--- src/rtl/setbus_pkg.sv ---
package setbus_pkg;

    localparam int SB_ADDR_W  = 8;
    localparam int SB_DATA_W  = 32;
    localparam int SB_TIME_W  = 64;
    localparam int RB_W       = 64;
    localparam int SLOT_LOG2  = 3;
    localparam int HALF_BIT   = 2;
    localparam int CH_SHIFT   = SB_ADDR_W + SLOT_LOG2;

    localparam logic [RB_W-1:0] RB_MARKER = 64'h0BAD_C0DE_0BAD_C0DE;

    localparam logic [SB_ADDR_W-1:0] RB_SLOT_COMPAT = 8'd0;
    localparam logic [SB_ADDR_W-1:0] RB_SLOT_HB     = 8'd1;
    localparam logic [SB_ADDR_W-1:0] RB_SLOT_CIC    = 8'd2;

    typedef struct packed {
        logic                 is_wr;
        logic                 is_rd;
        logic                 in_range;
        logic                 hi_half;
        logic [SB_ADDR_W-1:0] slot;
    } req_dec_t;

    typedef struct packed {
        logic                 stb;
        logic [SB_ADDR_W-1:0] addr;
        logic [SB_DATA_W-1:0] data;
        logic [SB_TIME_W-1:0] tstamp;
        logic                 timed;
    } sb_beat_t;

    typedef struct packed {
        logic                 ack;
        logic [SB_DATA_W-1:0] data;
    } resp_t;

endpackage

--- src/rtl/setbus_addr_decode.sv ---
module setbus_addr_decode
    import setbus_pkg::*;
#(
    parameter int ADDR_W   = 20,
    parameter int NUM_CH   = 2,
    parameter int CH_IDX_W = ADDR_W - CH_SHIFT
) (
    input  logic                wr,
    input  logic                rd,
    input  logic [ADDR_W-1:0]   addr,
    output req_dec_t            dec,
    output logic [CH_IDX_W-1:0] ch_idx
);

    logic unused_low;
    assign unused_low = ^addr[HALF_BIT-1:0];

    always_comb begin
        ch_idx       = addr[ADDR_W-1:CH_SHIFT];
        dec.is_wr    = wr;
        dec.is_rd    = rd & ~wr;
        dec.in_range = ({{(32-CH_IDX_W){1'b0}}, ch_idx} < 32'(NUM_CH));
        dec.slot     = addr[CH_SHIFT-1:SLOT_LOG2];
        dec.hi_half  = addr[HALF_BIT];
    end

endmodule

--- src/rtl/setbus_rb_table.sv ---
module setbus_rb_table
    import setbus_pkg::*;
#(
    parameter logic [15:0] COMPAT_MAJ     = 16'h0000,
    parameter logic [15:0] COMPAT_MIN     = 16'h0000,
    parameter int unsigned HB_STAGES      = 2,
    parameter int unsigned CIC_INTERP_MAX = 128
) (
    input  logic [SB_ADDR_W-1:0] slot,
    output logic [RB_W-1:0]      word
);

    always_comb begin
        case (slot)
            RB_SLOT_COMPAT: word = {32'h0, COMPAT_MAJ, COMPAT_MIN};
            RB_SLOT_HB:     word = 64'(HB_STAGES);
            RB_SLOT_CIC:    word = 64'(CIC_INTERP_MAX);
            default:        word = RB_MARKER;
        endcase
    end

endmodule

--- src/rtl/setbus_chan_reg.sv ---
module setbus_chan_reg
    import setbus_pkg::*;
(
    input  logic                 clk,
    input  logic                 rst,
    input  logic                 hit,
    input  logic [SB_ADDR_W-1:0] slot,
    input  logic [SB_DATA_W-1:0] data,
    input  logic [SB_TIME_W-1:0] tstamp,
    input  logic                 timed,
    output sb_beat_t             beat
);

    sb_beat_t beat_d, beat_q;

    always_comb begin
        beat_d     = beat_q;
        beat_d.stb = 1'b0;
        if (hit) begin
            beat_d.stb    = 1'b1;
            beat_d.addr   = slot;
            beat_d.data   = data;
            beat_d.tstamp = tstamp;
            beat_d.timed  = timed;
        end
    end

    always_ff @(posedge clk) begin
        if (rst) beat_q <= '0;
        else     beat_q <= beat_d;
    end

    assign beat = beat_q;

endmodule

--- src/rtl/ctl_to_setbus.sv ---
module ctl_to_setbus
    import setbus_pkg::*;
#(
    parameter int          NUM_CH         = 2,
    parameter int          ADDR_W         = 20,
    parameter logic [15:0] COMPAT_MAJ     = 16'h0000,
    parameter logic [15:0] COMPAT_MIN     = 16'h0000,
    parameter int unsigned HB_STAGES      = 2,
    parameter int unsigned CIC_INTERP_MAX = 128
) (
    input  logic                           clk,
    input  logic                           rst,
    input  logic                           req_wr,
    input  logic                           req_rd,
    input  logic [ADDR_W-1:0]              req_addr,
    input  logic [SB_DATA_W-1:0]           req_data,
    input  logic                           req_has_time,
    input  logic [SB_TIME_W-1:0]           req_time,
    output logic                           resp_ack,
    output logic [SB_DATA_W-1:0]           resp_data,
    output logic [NUM_CH-1:0]              set_stb,
    output logic [NUM_CH*SB_ADDR_W-1:0]    set_addr,
    output logic [NUM_CH*SB_DATA_W-1:0]    set_data,
    output logic [NUM_CH*SB_TIME_W-1:0]    set_time,
    output logic [NUM_CH-1:0]              set_has_time
);

    localparam int CH_IDX_W = ADDR_W - CH_SHIFT;

    req_dec_t            dec;
    logic [CH_IDX_W-1:0] ch_idx;
    logic [RB_W-1:0]     rb_word [NUM_CH];
    logic [RB_W-1:0]     rb_sel;
    resp_t               resp_d, resp_q;

    setbus_addr_decode #(
        .ADDR_W   (ADDR_W),
        .NUM_CH   (NUM_CH),
        .CH_IDX_W (CH_IDX_W)
    ) u_dec (
        .wr     (req_wr),
        .rd     (req_rd),
        .addr   (req_addr),
        .dec    (dec),
        .ch_idx (ch_idx)
    );

    for (genvar i = 0; i < NUM_CH; i++) begin : g_ch
        sb_beat_t beat;
        logic     hit;

        assign hit = dec.is_wr & dec.in_range & (ch_idx == CH_IDX_W'(i));

        setbus_chan_reg u_reg (
            .clk    (clk),
            .rst    (rst),
            .hit    (hit),
            .slot   (dec.slot),
            .data   (req_data),
            .tstamp (req_time),
            .timed  (req_has_time),
            .beat   (beat)
        );

        setbus_rb_table #(
            .COMPAT_MAJ     (COMPAT_MAJ),
            .COMPAT_MIN     (COMPAT_MIN),
            .HB_STAGES      (HB_STAGES),
            .CIC_INTERP_MAX (CIC_INTERP_MAX)
        ) u_rb (
            .slot (dec.slot),
            .word (rb_word[i])
        );

        assign set_stb[i]                           = beat.stb;
        assign set_addr[i*SB_ADDR_W +: SB_ADDR_W]   = beat.addr;
        assign set_data[i*SB_DATA_W +: SB_DATA_W]   = beat.data;
        assign set_time[i*SB_TIME_W +: SB_TIME_W]   = beat.tstamp;
        assign set_has_time[i]                      = beat.timed;
    end

    always_comb begin
        rb_sel = '0;
        for (int i = 0; i < NUM_CH; i++) begin
            if (ch_idx == CH_IDX_W'(i)) rb_sel = rb_word[i];
        end
    end

    always_comb begin
        resp_d.ack  = dec.is_wr | dec.is_rd;
        resp_d.data = '0;
        if (dec.is_rd && dec.in_range) begin
            resp_d.data = dec.hi_half ? rb_sel[RB_W-1:SB_DATA_W] : rb_sel[SB_DATA_W-1:0];
        end
    end

    always_ff @(posedge clk) begin
        if (rst) resp_q <= '0;
        else     resp_q <= resp_d;
    end

    assign resp_ack  = resp_q.ack;
    assign resp_data = resp_q.data;

endmodule

--- config.mk ---
export PLATFORM = sky130hd
export DESIGN_NAME = ctl_to_setbus
export DESIGN_NICKNAME = d
export VERILOG_FILES = /design/src/rtl/setbus_pkg.sv /design/src/rtl/setbus_addr_decode.sv /design/src/rtl/setbus_rb_table.sv /design/src/rtl/setbus_chan_reg.sv /design/src/rtl/ctl_to_setbus.sv
export SDC_FILE = /design/constraint.sdc
export NUM_CORES = 1
export LEC_CHECK = 0
export BUFFER_PORTS_ARGS = -buffer_cell sky130_fd_sc_hd__buf_2
export CAP_MARGIN = 10
export CORE_MARGIN = 2
export CORE_UTILIZATION = 44
export CTS_CLUSTER_SIZE = 25
export DETAILED_ROUTE_END_ITERATION = 8
export PLACE_DENSITY = 0.77
export SYNTH_ARGS = -nofsm -noshare
export SYNTH_HDL_FRONTEND = slang
export SYNTH_SLANG_ARGS = --single-unit
--- constraint.sdc ---
create_clock -name clk -period 1.46 [get_ports clk]
set_input_delay 0.292 -clock clk [delete_from_list [all_inputs] [get_ports clk]]
set_output_delay 0.292 -clock clk [all_outputs]
set_load 0.01 [all_outputs]
# --- Word level (Yosys, flattened, before mapping) ---
# Cells that the tools add are included.
totals:
  reg_bits: 245
  inputBits: 121
  output_inout_bits: 245
  elab_cells: 33
classes:
  magnitude_cmp: 1
  n_eq_ne: 3
  muxes: 6
  bitwise: 7
  reduce_logical: 4
op_table:
  columns: ["op", "n"]
  rows:
  - ["$mux W106", 2]
  - ["$pmux W60 S3", 1]
  - ["$mux W64", 2]
  - ["$mux W32", 1]
  - ["$eq A9 B1 Y1 const B", 1]
  - ["$logic_not A9 Y1", 1]
  - ["$lt A9 B2 Y1 const B", 1]
  - ["$eq A8 B1 Y1 const B", 1]
  - ["$eq A8 B2 Y1 const B", 1]
  - ["$logic_not A8 Y1", 1]
  - ["$and A1 B1 Y1", 4]
  - ["$not A1 Y1", 2]
  - ["$reduce_or A2 Y1", 1]
  - ["$logic_and A1 B1 Y1", 1]
  - ["$or A1 B1 Y1", 1]

# --- Depth between registers and ports, before layout ---
# Gate-level depths: netlist (run 1).
logic_depth:
  ltp_word: 5
  ltp_mapped: 6
  depth_no_buf: 3

# --- Modules after synthesis ---
# From an unflattened synthesis (run 1), not the netlist that was laid out.
hier_totals:
  hier_cells: 953
  hier_area_um2: 10689.0
modules_own_cells:
  columns: ["mod", "n_inst", "cells_per_inst", "area_each_um2", "seq_area_each_um2"]
  rows:
  - ["setbus_chan_reg", 2, 341, 3752.3, 2122.0]
  - ["ctl_to_setbus", 1, 116, 2018.2, 660.6]
  - ["setbus_rb_table", 2, 66, 499.2, 0.0]
  - ["setbus_addr_decode", 1, 23, 167.7, 0.0]

# --- Worst setup path after synthesis (run 1) ---
# No wires, ideal clock.
synth_timing:
  path_kind: "input to register"
  from: "input port req_addr[19]"
  to: "register g_ch[0].u_reg.beat_q, in the netlist g_ch[0].u_reg.beat[10]"
  setup_ns: 0.120
  arrival_ns: 1.330
  required_ns: 1.340
  setup_slack_ns: 0.011
  path_stages: 6
  n_path_buf: 3
  path_cell_list: "nor4_2 nand4b_1 clkbuf_1 buf_6 buf_6 mux2i_1"
synth_between:
  elab_chain_len: 3
  word_cells_on_any_way: 4
  classes_between: "order compare: 1; bitwise: 2; reduce/logical: 1"
synth_rtl:
  columns: ["element", "line_no", "source"]
  rows:
  - ["start: declaration", "ctl_to_setbus.sv:15", "input logic [ADDR_W-1:0] req_addr,"]
  - ["$lt A9 B2 Y1", "setbus_addr_decode.sv:22", "dec.in_range = ({{(32-CH_IDX_W){1'b0}}, ch_idx} < 32'(NUM_CH));"]
  - ["$and A1 B1 Y1", "ctl_to_setbus.sv:52", "assign hit = dec.is_wr & dec.in_range & (ch_idx == CH_IDX_W'(i));"]
  - ["$and A1 B1 Y1 *", "ctl_to_setbus.sv:52", null]
  - ["end signal: assignment", "setbus_chan_reg.sv:30", "else beat_q <= beat_d;"]
  - ["end: declaration", "setbus_chan_reg.sv:14", "sb_beat_t beat_d, beat_q;"]
# Every way passes the cells marked *; elsewhere a longest branch is shown, timed or not.
# A chain may end at the register's enable or synchronous reset.

# --- Worst setup path in the final report (run 1) ---
layout_timing:
  from: "input port req_addr[11]"
  to: "register g_ch[0].u_reg.beat_q, in the netlist g_ch[0].u_reg.beat[20]"
# The elaborated chain is that of the path after synthesis.

==> flow_summary.ini, run 1 <==
[critical_path]
critPathArrivalTime_ns = 1.77
path_common_cell = buf_4
path_cells = dlygate4sd3_1 -> buf_2 -> nand4b_1 -> buf_4 -> buf_4 -> mux2i_1
cp_max_fo = 7
regToRegEndpoint = g_ch[1].u_reg.beat[71]
crit_type = primary input to flop
cp_slowest_stage_delay_ns = 0.52
reg2reg_from = g_ch[1].u_reg.beat[71]
rr_worst_depth = 2
rrSetupSlack_ns = 0.76
critPathRequiredTime_ns = 1.85
crit_slowest_cell = dlygate4sd3_1
startpoint_type = primary input
cp-end-kind = flop

[clock_network]
clk_latency_ns = 0.50
cts_tree = built
htree_levels = 1
cts_buffers = 24
clk_path_buf_depth = 3
clk_pin_slew_worst_paths_ns = 0.06
cts_root_buf = clkbuf_16
clkSinkCount = 216

[die]
rows = 52
die_w_um = 147.6
die-area_um2 = 21770
die_h_um = 147.6
core_region_area_um2 = 20230
start_util_pct = 44.81
num_io_pins = 366

[yosys]
syn_area_um2 = 9067
synth-simple-area-share_pct = 22.80
synth-compound-area-share_pct = 0.2760
synth_xor_area_share_pct = 0
ys_seq_elements = 216
synth_mux_area_share_pct = 23.18
synth_warnings = 0
postSynthAreaPerCell_um2 = 10.67
synthAdderAreaFrac_pct = 0
ys_seq_area_share_pct = 47.69
synth_cells = 850
synth_top_family_by_area = multiplexers
synth_cell_types = 20

[finish]
drive_gt1_share_pct = 35.25
layoutNonFillerInstCount = 1474
final_common_cell = buf_2
fin_util_pct = 58.76
finalNetCount = 1306
syn_to_final_growth_pct = 31.12
nFillCells = 1749
layout_common_cells = 346 x buf_2, 315 x nand2b_1, 215 x dfxtp_1

[place]
numPortBuffers = 347
placed_cells = 1428
place_congestion = 0.7985
hpwl_um = 16150

[hold_path]
hold_depth = 3
holdCritStartpoint = req_rd
min_to = resp_ack
worst_hold_path_type = primary input to flop

[timing]
period_needed_ns = 1.386
slew_viol_final = 0
hold_violations = 0
setup_viol = 0
min_period_over_period_pct = 94.95
fmax_ghz = 0.7214
rsz0062_at_grt = yes
whs_ns = 0.01979
finClkSkew_ns = 0

[global_route]
grt_antenna_before_repair = 1
grt_max_degree = 98
grt_pass1_wl_um = 34920
grt-ovfl-total = 0
grt_use_total_pct = 19.57
grt_pass1_vias = 6798

[detailed_routing]
routed_wl_um = 22370
wire_per_inst_um = 15.18
ant_nets = 0
vias_per_cell = 4.648
drt_pre_antenna_iters = 4
vias = 6851
drc = 0
drtIter0Drc = 200

[power]
leakagePower_nw = 6.793
finalPower_mw = 12.89
vdd_ir_drop_max_mv = 0.9751
cellPowerDensity_nw_per_um2 = 1084

[run_status]
outcome = finished clean

[run]
drv_cap = 0
## layer usage
| layer | routed length (um) | GRT usage [%] | vias to the layer above |
|---|---|---|---|
| met4 | 642 | 6.154 | 0 |
| met5 | 0 | 0 | - |
| met1 | 9169 | 23.31 | 3135 |
| met3 | 1913 | 5.895 | 46 |
| li1 | - | - | 3412 |
| met2 | 10650 | 33.88 | 258 |
## registers in the layout, summed over array words and instances, names as in the netlist
signal and cells:
resp_data 3, resp_ack 1, g_ch.u_reg.beat 212
## worst max path at each step
stage	startpoint	end	slack, ns	cells after the start
2_1_floorplan	req_addr[19]	g_ch[0].u_reg.beat[10]	0.01	6
3_3_place_gp	req_addr[14]	g_ch[0].u_reg.beat[34]	-0.27	7
3_5_place_dp	req_addr[14]	g_ch[0].u_reg.beat[20]	-0.30	7
4_1_cts	resp_data[25]	resp_data[19]	0.05	1
5_1_grt	req_addr[11]	g_ch[0].u_reg.beat[20]	-0.01	6
6_report	req_addr[11]	g_ch[0].u_reg.beat[20]	0.07	6
## repair_timing
| action | in CTS | in global routing |
|---|---|---|
| setup buffers | 0 | 0 |
| resized for setup | 2 | 0 |
| endpoints found under the setup margin | 14 | 1 |
| pin swaps | 0 | 0 |
| hold endpoints to repair | 1 | 0 |
| hold buffers | 1 | 0 |
## critical path, delay by kind of cell
family / cells / cell delay [ns]
simple gates: 1 / 0.26
mux: 1 / 0.13
buf+inv: 4 / 1.08
## final cells by class
| cell class | instances | area [um2] | area share (%) |
|---|---|---|---|
| timing repair buffer | 382 | 2108 | 17.73 |
| sequential | 216 | 4328 | 36.40 |
| tap | 270 | 337.8 | 2.842 |
| inverter | 1 | 3.754 | 0.03157 |
| antenna | 1 | 2.502 | 0.02105 |
| clock inverter | 8 | 117.6 | 0.9893 |
| clock buffer | 36 | 737.0 | 6.199 |
| multi-input combinational | 560 | 4254 | 35.78 |
## per-stage QoR
step	area (um2)	setup slack, ns	setup TNS (ns)
2_1_floorplan	9124	0.01084	0
3_3_place_gp	11020	-0.2710	-48.47
3_5_place_dp	11020	-0.2987	-51.04
4_1_cts	11890	0.04789	0
5_1_grt	11890	-0.01122	-0.01122
6_report	11890	0.07376	0
## power breakdown
part / switching, mW / internal, mW
Sequential: 0.00240 / 5.90
Combinational: 0.280 / 0.318
Clock: 2.39 / 4.01
Total: 2.67 / 10.2
## cell usage after synthesis, drive strengths merged
| library cell | number | area share [%] |
|---|---|---|
| a21oi | 3 | 0.17 |
| buf | 51 | 4.4 |
| clkbuf | 37 | 1.5 |
| conb | 1 | 0.041 |
| dfxtp | 216 | 48 |
| inv | 1 | 0.041 |
| mux2i | 210 | 23 |
| nand2 | 2 | 0.083 |
| nand2b | 315 | 22 |
| nand4 | 2 | 0.14 |
| nand4b | 1 | 0.097 |
| nor2 | 3 | 0.12 |
| nor3 | 1 | 0.055 |
| nor4 | 2 | 0.28 |
| nor4b | 1 | 0.097 |
| nor4bb | 1 | 0.11 |
| o21ai | 2 | 0.11 |
| or4 | 1 | 0.083 |
## logic make-up after synthesis
family | after synthesis
AO/OA/AOI/OAI | 5
buffers and inverters | 89
flip-flops | 216
AND/OR/NAND/NOR | 329
multiplexers | 210
other | 1
Note: power is estimated with default switching activity, not from simulation.
==> run 2: changes to the inputs <==
Settings changed: CORE_UTILIZATION 44 to 46, GPL_ROUTABILITY_DRIVEN from default to 0, SYNTH_HIERARCHICAL from default to 1.
==> flow_summary.ini, run 2 <==
[finish]
nFillCells = 1743
syn_to_final_growth_pct = 32.14
seq_area_um2 = 4905
finalNetCount = 1443
layoutNonFillerInstCount = 1629
final_common_cell = buf_2
layout_common_cells = 357 x buf_2, 245 x dfxtp_1, 212 x nor2_1
drive_gt1_share_pct = 43.14
largest_reg_flops = 212
multi_input_area_um2 = 4638
stdcell_area_um2 = 14120
fin_util_pct = 62.20

[yosys]
syn_area_um2 = 10690
synth_cell_types = 23
synth-simple-area-share_pct = 12.99
ys_seq_elements = 245
synth-compound-area-share_pct = 0.2107
postSynthAreaPerCell_um2 = 11.22
synth_common_cells = 245 x dfxtp_1, 213 x nor2_1, 210 x mux2i_1, 157 x buf_4, 30 x nor2b_4
synth_warnings = 6
synthArstFlopShare_pct = 0
synth_ff_type = dfxtp_1
synth_cells = 953
synth_edf_count = 0
yosys.area.top_type = dfxtp_1
synthMostInstantiatedCell = dfxtp_1
synth_xor_area_share_pct = 0
synth.area.top_cells = dfxtp_1 46%, mux2i_1 20%, buf_4 11%, nor2_1 7.5%, mux4_2 6.1%
ys_seq_area_share_pct = 45.89
synth_mux_area_share_pct = 26.51
synth_top_family_by_area = multiplexers
synthAdderAreaFrac_pct = 0
synth_top_area_share_pct = 45.89

[place]
numPortBuffers = 363
dpl-instance-area_um2 = 12310
hpwl_um = 18210
placed_cells = 1530

[timing]
period_needed_ns = 1.731
fmax_ghz = 0.5775
min_period_over_period_pct = 118.6
slew_viol_final = 0
rsz0062_at_grt = yes
hold_violations = 0
layout_setup_ws_ns = -0.2715
fin_tns_setup_ns = -40.82
setup_viol = 228
finClkSkew_ns = 0

[critical_path]
crit_slowest_cell = or4_4
cp-end-kind = flop
path_common_cell = buf_12
path_cells = buf_6 -> or4_4 -> nor2_4 -> and2_4 -> and4b_4 -> buf_12 -> buf_12 -> mux2i_2 -> nor2_1
crit_type = primary input to flop
crit_family = simple AND/OR/NAND/NOR gates
critPathArrivalTime_ns = 2.13
crit_buf_inv = 3
startpoint_type = primary input
critPathRequiredTime_ns = 1.85
cp_max_fo = 9
cp_slowest_stage_delay_ns = 0.53

[power]
cellPowerDensity_nw_per_um2 = 1028
leakagePower_nw = 6.296
vdd_ir_drop_max_mv = 1.175

[clock_network]
clk_latency_ns = 0.52
cts_tree = built
cts_buffers = 26
cts_root_buf = clkbuf_16
clk_pin_slew_worst_paths_ns = 0.06
clk_path_buf_depth = 3
htree_levels = 1
clkSinkCount = 245

[detailed_routing]
vias = 7798
routed_wl_um = 27990
drc = 0
wire_per_inst_um = 17.18
drt_pre_antenna_iters = 4
drtIter0Drc = 361
ant_nets = 0
vias_per_cell = 4.787

[die]
die_w_um = 156.4
die-area_um2 = 24470
die_h_um = 156.4
num_io_pins = 366
start_util_pct = 47.07
core_region_area_um2 = 22710
rows = 55

[global_route]
grt_pass1_vias = 7756
grt_max_degree = 78
grt_pass1_wl_um = 40920
grt-ovfl-total = 0
grt_use_total_pct = 21.03
grt_antenna_before_repair = 1

[run_status]
failed_checks = negative setup slack
outcome = finished, violations left

[hold_path]
worst_hold_path_type = primary input to flop

[run]
drv_cap = 0
run 2: worst min-delay path: stages:
cell	delay, ns
buf_2	0.09
mux2i_1	0.06
nor2_1	0.07
run 2: stage by stage:
step | worst slack, ns | hold slack (ns) | power, mW
2_1_floorplan | -0.9134 | 0.3644 | 7.337
3_3_place_gp | -0.8592 | 0.4661 | 7.449
3_5_place_dp | -0.8911 | 0.4756 | 7.460
4_1_cts | -0.2281 | 0.0002494 | 14.64
5_1_grt | -0.3358 | 0.01726 | 14.96
6_report | -0.2715 | 0.02247 | 14.52
run 2: timing repair:
| item | 4_1_cts | 5_1_grt |
|---|---|---|
| pin swaps | 10 | 19 |
| hold buffers | 23 | 0 |
| buffers inserted | 6 | 2 |
| setup endpoints to repair | 228 | 228 |
| endpoints found under the hold margin | 27 | 0 |
| resized for setup | 22 | 26 |
| cloned | 12 | 9 |
run 2: layout make-up:
cell class              count  area share (%)
diodes                      2         0.03543
clock buffers              37           5.474
clock inverters            11           1.187
repair buffers            472           23.22
multi-input cells         577           32.84
well taps                 285           2.525
flip-flops and latches    245           34.72
run 2: routing by layer:
metal | routed length [um] | GRT usage (%) | up-vias
met5 | 0 | 0 | -
met4 | 1043 | 8.956 | 0
met3 | 2098 | 6.092 | 69
met2 | 13710 | 36.77 | 277
met1 | 11140 | 23.95 | 3686
li1 | - | - | 3766
run 2: power breakdown:
group,switching [mW],total [mW],internal [mW]
registers,0.000351,6.69,6.69
clock network,2.70,7.11,4.40
logic,0.343,0.728,0.385
run 2: path summary, 6_finish.rpt:
check / startpoint / end / slack [ns] / cells past startpoint
max: req_addr[19] / g_ch[0].u_reg/beat[38] / -0.27 / 9
min: req_time[19] / g_ch[0].u_reg/beat[20] / 0.02 / 3
max reg2reg: g_ch[1].u_reg/beat[69] / g_ch[1].u_reg/beat[69] / 0.78 / 2
min reg2reg: g_ch[0].u_reg/beat[16] / g_ch[0].u_reg/beat[16] / 0.49 / 2
run 2: cell families (layout without fill, tap and decap cells):
| logic type | count (synthesis) | in the layout |
|---|---|---|
| AO/OA/AOI/OAI | 2 | 8 |
| buffers and inverters | 199 | 520 |
| flip-flops | 245 | 245 |
| multiplexers | 242 | 242 |
| other | 2 | 66 |
| AND/OR/NAND/NOR | 263 | 263 |
==> run 3: changes to the inputs <==
Settings changed: CTS_BUF_LIST from default to sky130_fd_sc_hd__clkbuf_2 sky130_fd_sc_hd__clkbuf_4 sky130_fd_sc_hd__clkbuf_8, RECOVER_POWER from default to 25.
==> flow_summary.ini, run 3 (synthesized netlist as in run 2, its figures left out) <==
[run_status]
outcome = finished, violations left
failed_checks = negative setup slack

[finish]
multi_input_area_um2 = 4678
layout_common_cells = 295 x buf_2, 245 x dfxtp_1, 212 x nor2_1
layoutNonFillerInstCount = 1711
final_common_cell = buf_2
drive_gt1_share_pct = 39.47
largest_reg_flops = 212
seq_area_um2 = 4905
syn_to_final_growth_pct = 37.72
fin_util_pct = 64.82
finalNetCount = 1514
nFillCells = 1655

[place]
numPortBuffers = 363
hpwl_um = 18210
placed_cells = 1530
place_worst_setup_slack_ns = -0.8911

[power]
vdd_ir_drop_max_mv = 0.8095
internal_power_mw = 10.93
switchingPower_mw = 3.178
power_frac_seq_pct = 47.4
leakagePower_nw = 6.317
p_comb_share_pct = 6.0
clockPowerShare_pct = 46.6
sw_frac_of_total_pct = 22.53
cellPowerDensity_nw_per_um2 = 958.1

[critical_path]
path_cells = buf_6 -> or4_4 -> nor2_4 -> and2_4 -> and4b_4 -> buf_12 -> buf_12 -> mux2i_2 -> nor2_1
crit_slowest_cell = or4_4
critPathArrivalTime_ns = 2.19
cp_slowest_stage_delay_ns = 0.54
crit_type = primary input to flop
cp_max_fo = 8
cp-end-kind = flop
path_common_cell = buf_12
startpoint_type = primary input
critPathRequiredTime_ns = 1.86

[timing]
period_needed_ns = 1.789
setup_viol = 228
slew_viol_final = 0
layout_setup_ws_ns = -0.3292
fmax_ghz = 0.5589
rsz0062_at_grt = yes
finClkSkew_ns = 0
whs_ns = 0.02246
hold_violations = 0
min_period_over_period_pct = 122.5

[detailed_routing]
drtIter0Drc = 456
drc = 0
ant_nets = 0
routed_wl_um = 31010
vias = 8258
drt_pre_antenna_iters = 5
wire_per_inst_um = 18.12
vias_per_cell = 4.826

[run]
drv_cap = 0

[clock_network]
clk_pin_slew_worst_paths_ns = 0.06
cts_tree = built
htree_levels = 2
clkSinkCount = 245
cts_root_buf = clkbuf_8
clk_latency_ns = 0.53
clk_path_buf_depth = 3
cts_buffers = 42

[die]
start_util_pct = 47.07
core_region_area_um2 = 22710
die-area_um2 = 24470
die_h_um = 156.4
rows = 55
num_io_pins = 366
die_w_um = 156.4

[hold_path]
worst_hold_path_type = primary input to flop

[global_route]
grt_pass1_wl_um = 45400
grt_pass1_vias = 8506
grt_use_total_pct = 23.63
grt_antenna_before_repair = 1
grt-ovfl-total = 0
grt_max_degree = 78
==> run 3: changes by cell type in the layout (fill, tap and decap cells not counted), moves of 4 or more <==
cell | before | now
buf_2 | 357 | 295
clkbuf_1 | 4 | 61
clkbuf_8 | 6 | 53
dlygate4sd3_1 | 23 | 70
clkbuf_16 | 36 | 5
clkbuf_4 | 0 | 12
buf_4 | 46 | 38
buf_8 | 3 | 11
buf_12 | 19 | 24
buf_6 | 9 | 14
mux2i_1 | 200 | 196
==> run 3: area by class of cell <==
type / count / share of cell area (%)
antenna: 2 / 0.03400
clock inverter: 10 / 0.6035
multi-input combinational: 577 / 31.78
tap: 285 / 2.422
clock buffer: 65 / 5.567
timing repair buffer: 527 / 26.27
sequential: 245 / 33.32
==> run 3: critical path: cells and delay by family <==
kind,cells,cell delay (ns)
buffers and inverters,3,0.43
muxes,1,0.21
and+or+nand+nor,5,1.24
==> run 3: final timing paths <==
path / slack (ns) / start / to / cells past startpoint
worst max-delay path: -0.33 / req_addr[12] / g_ch[0].u_reg/beat[38] / 9
worst min-delay path: 0.02 / req_time[63] / g_ch[0].u_reg/beat[64] / 3
worst max register to register: 0.72 / g_ch[0].u_reg/beat[18] / g_ch[0].u_reg/beat[18] / 2
worst min register to register: 0.49 / g_ch[0].u_reg/beat[16] / g_ch[0].u_reg/beat[16] / 2
==> run 3: metal layers <==
| metal | part of all wire, % | wire length (um) | global-route usage [%] | vias to the layer above |
|---|---|---|---|---|
| met5 | 0 | 0 | 0 | - |
| met4 | 3.2 | 993 | 8.869 | 0 |
| met3 | 7.5 | 2313 | 7.283 | 73 |
| met2 | 51 | 15660 | 42.79 | 328 |
| met1 | 39 | 12040 | 25.90 | 3939 |
| li1 | - | - | - | 3918 |
==> run 3: power by group through the flow <==
stage / Sequential, mW / Clock [mW] / Combinational [mW]
3_3_place_gp: 6.83 / 0 / 0.615
3_5_place_dp: 6.83 / 0 / 0.625
2_1_floorplan: 6.84 / 0 / 0.501
6_report: 6.69 / 6.57 / 0.847
4_1_cts: 6.69 / 6.69 / 0.800
5_1_grt: 6.68 / 7.03 / 0.907
==> run 3: stage by stage <==
| stage | power [mW] | setup TNS (ns) | instance area, um2 |
|---|---|---|---|
| after floorplan | 7.337 | -124.73 | 11050 |
| after global placement | 7.449 | -167.37 | 12310 |
| after detailed placement | 7.460 | -175.05 | 12310 |
| after CTS | 14.18 | -40.86 | 14630 |
| after global routing | 14.62 | -53.37 | 14720 |
| final | 14.10 | -47.08 | 14720 |
==> run 3: timing repair <==
action                                  4_1_cts  5_1_grt
hold buffers                                 70        0
pin swaps                                    12       26
endpoints found under the setup margin      228      228
setup buffers                                11        4
resized for setup                            52       34
cloned                                       20        7
endpoints found under the hold margin       111        0
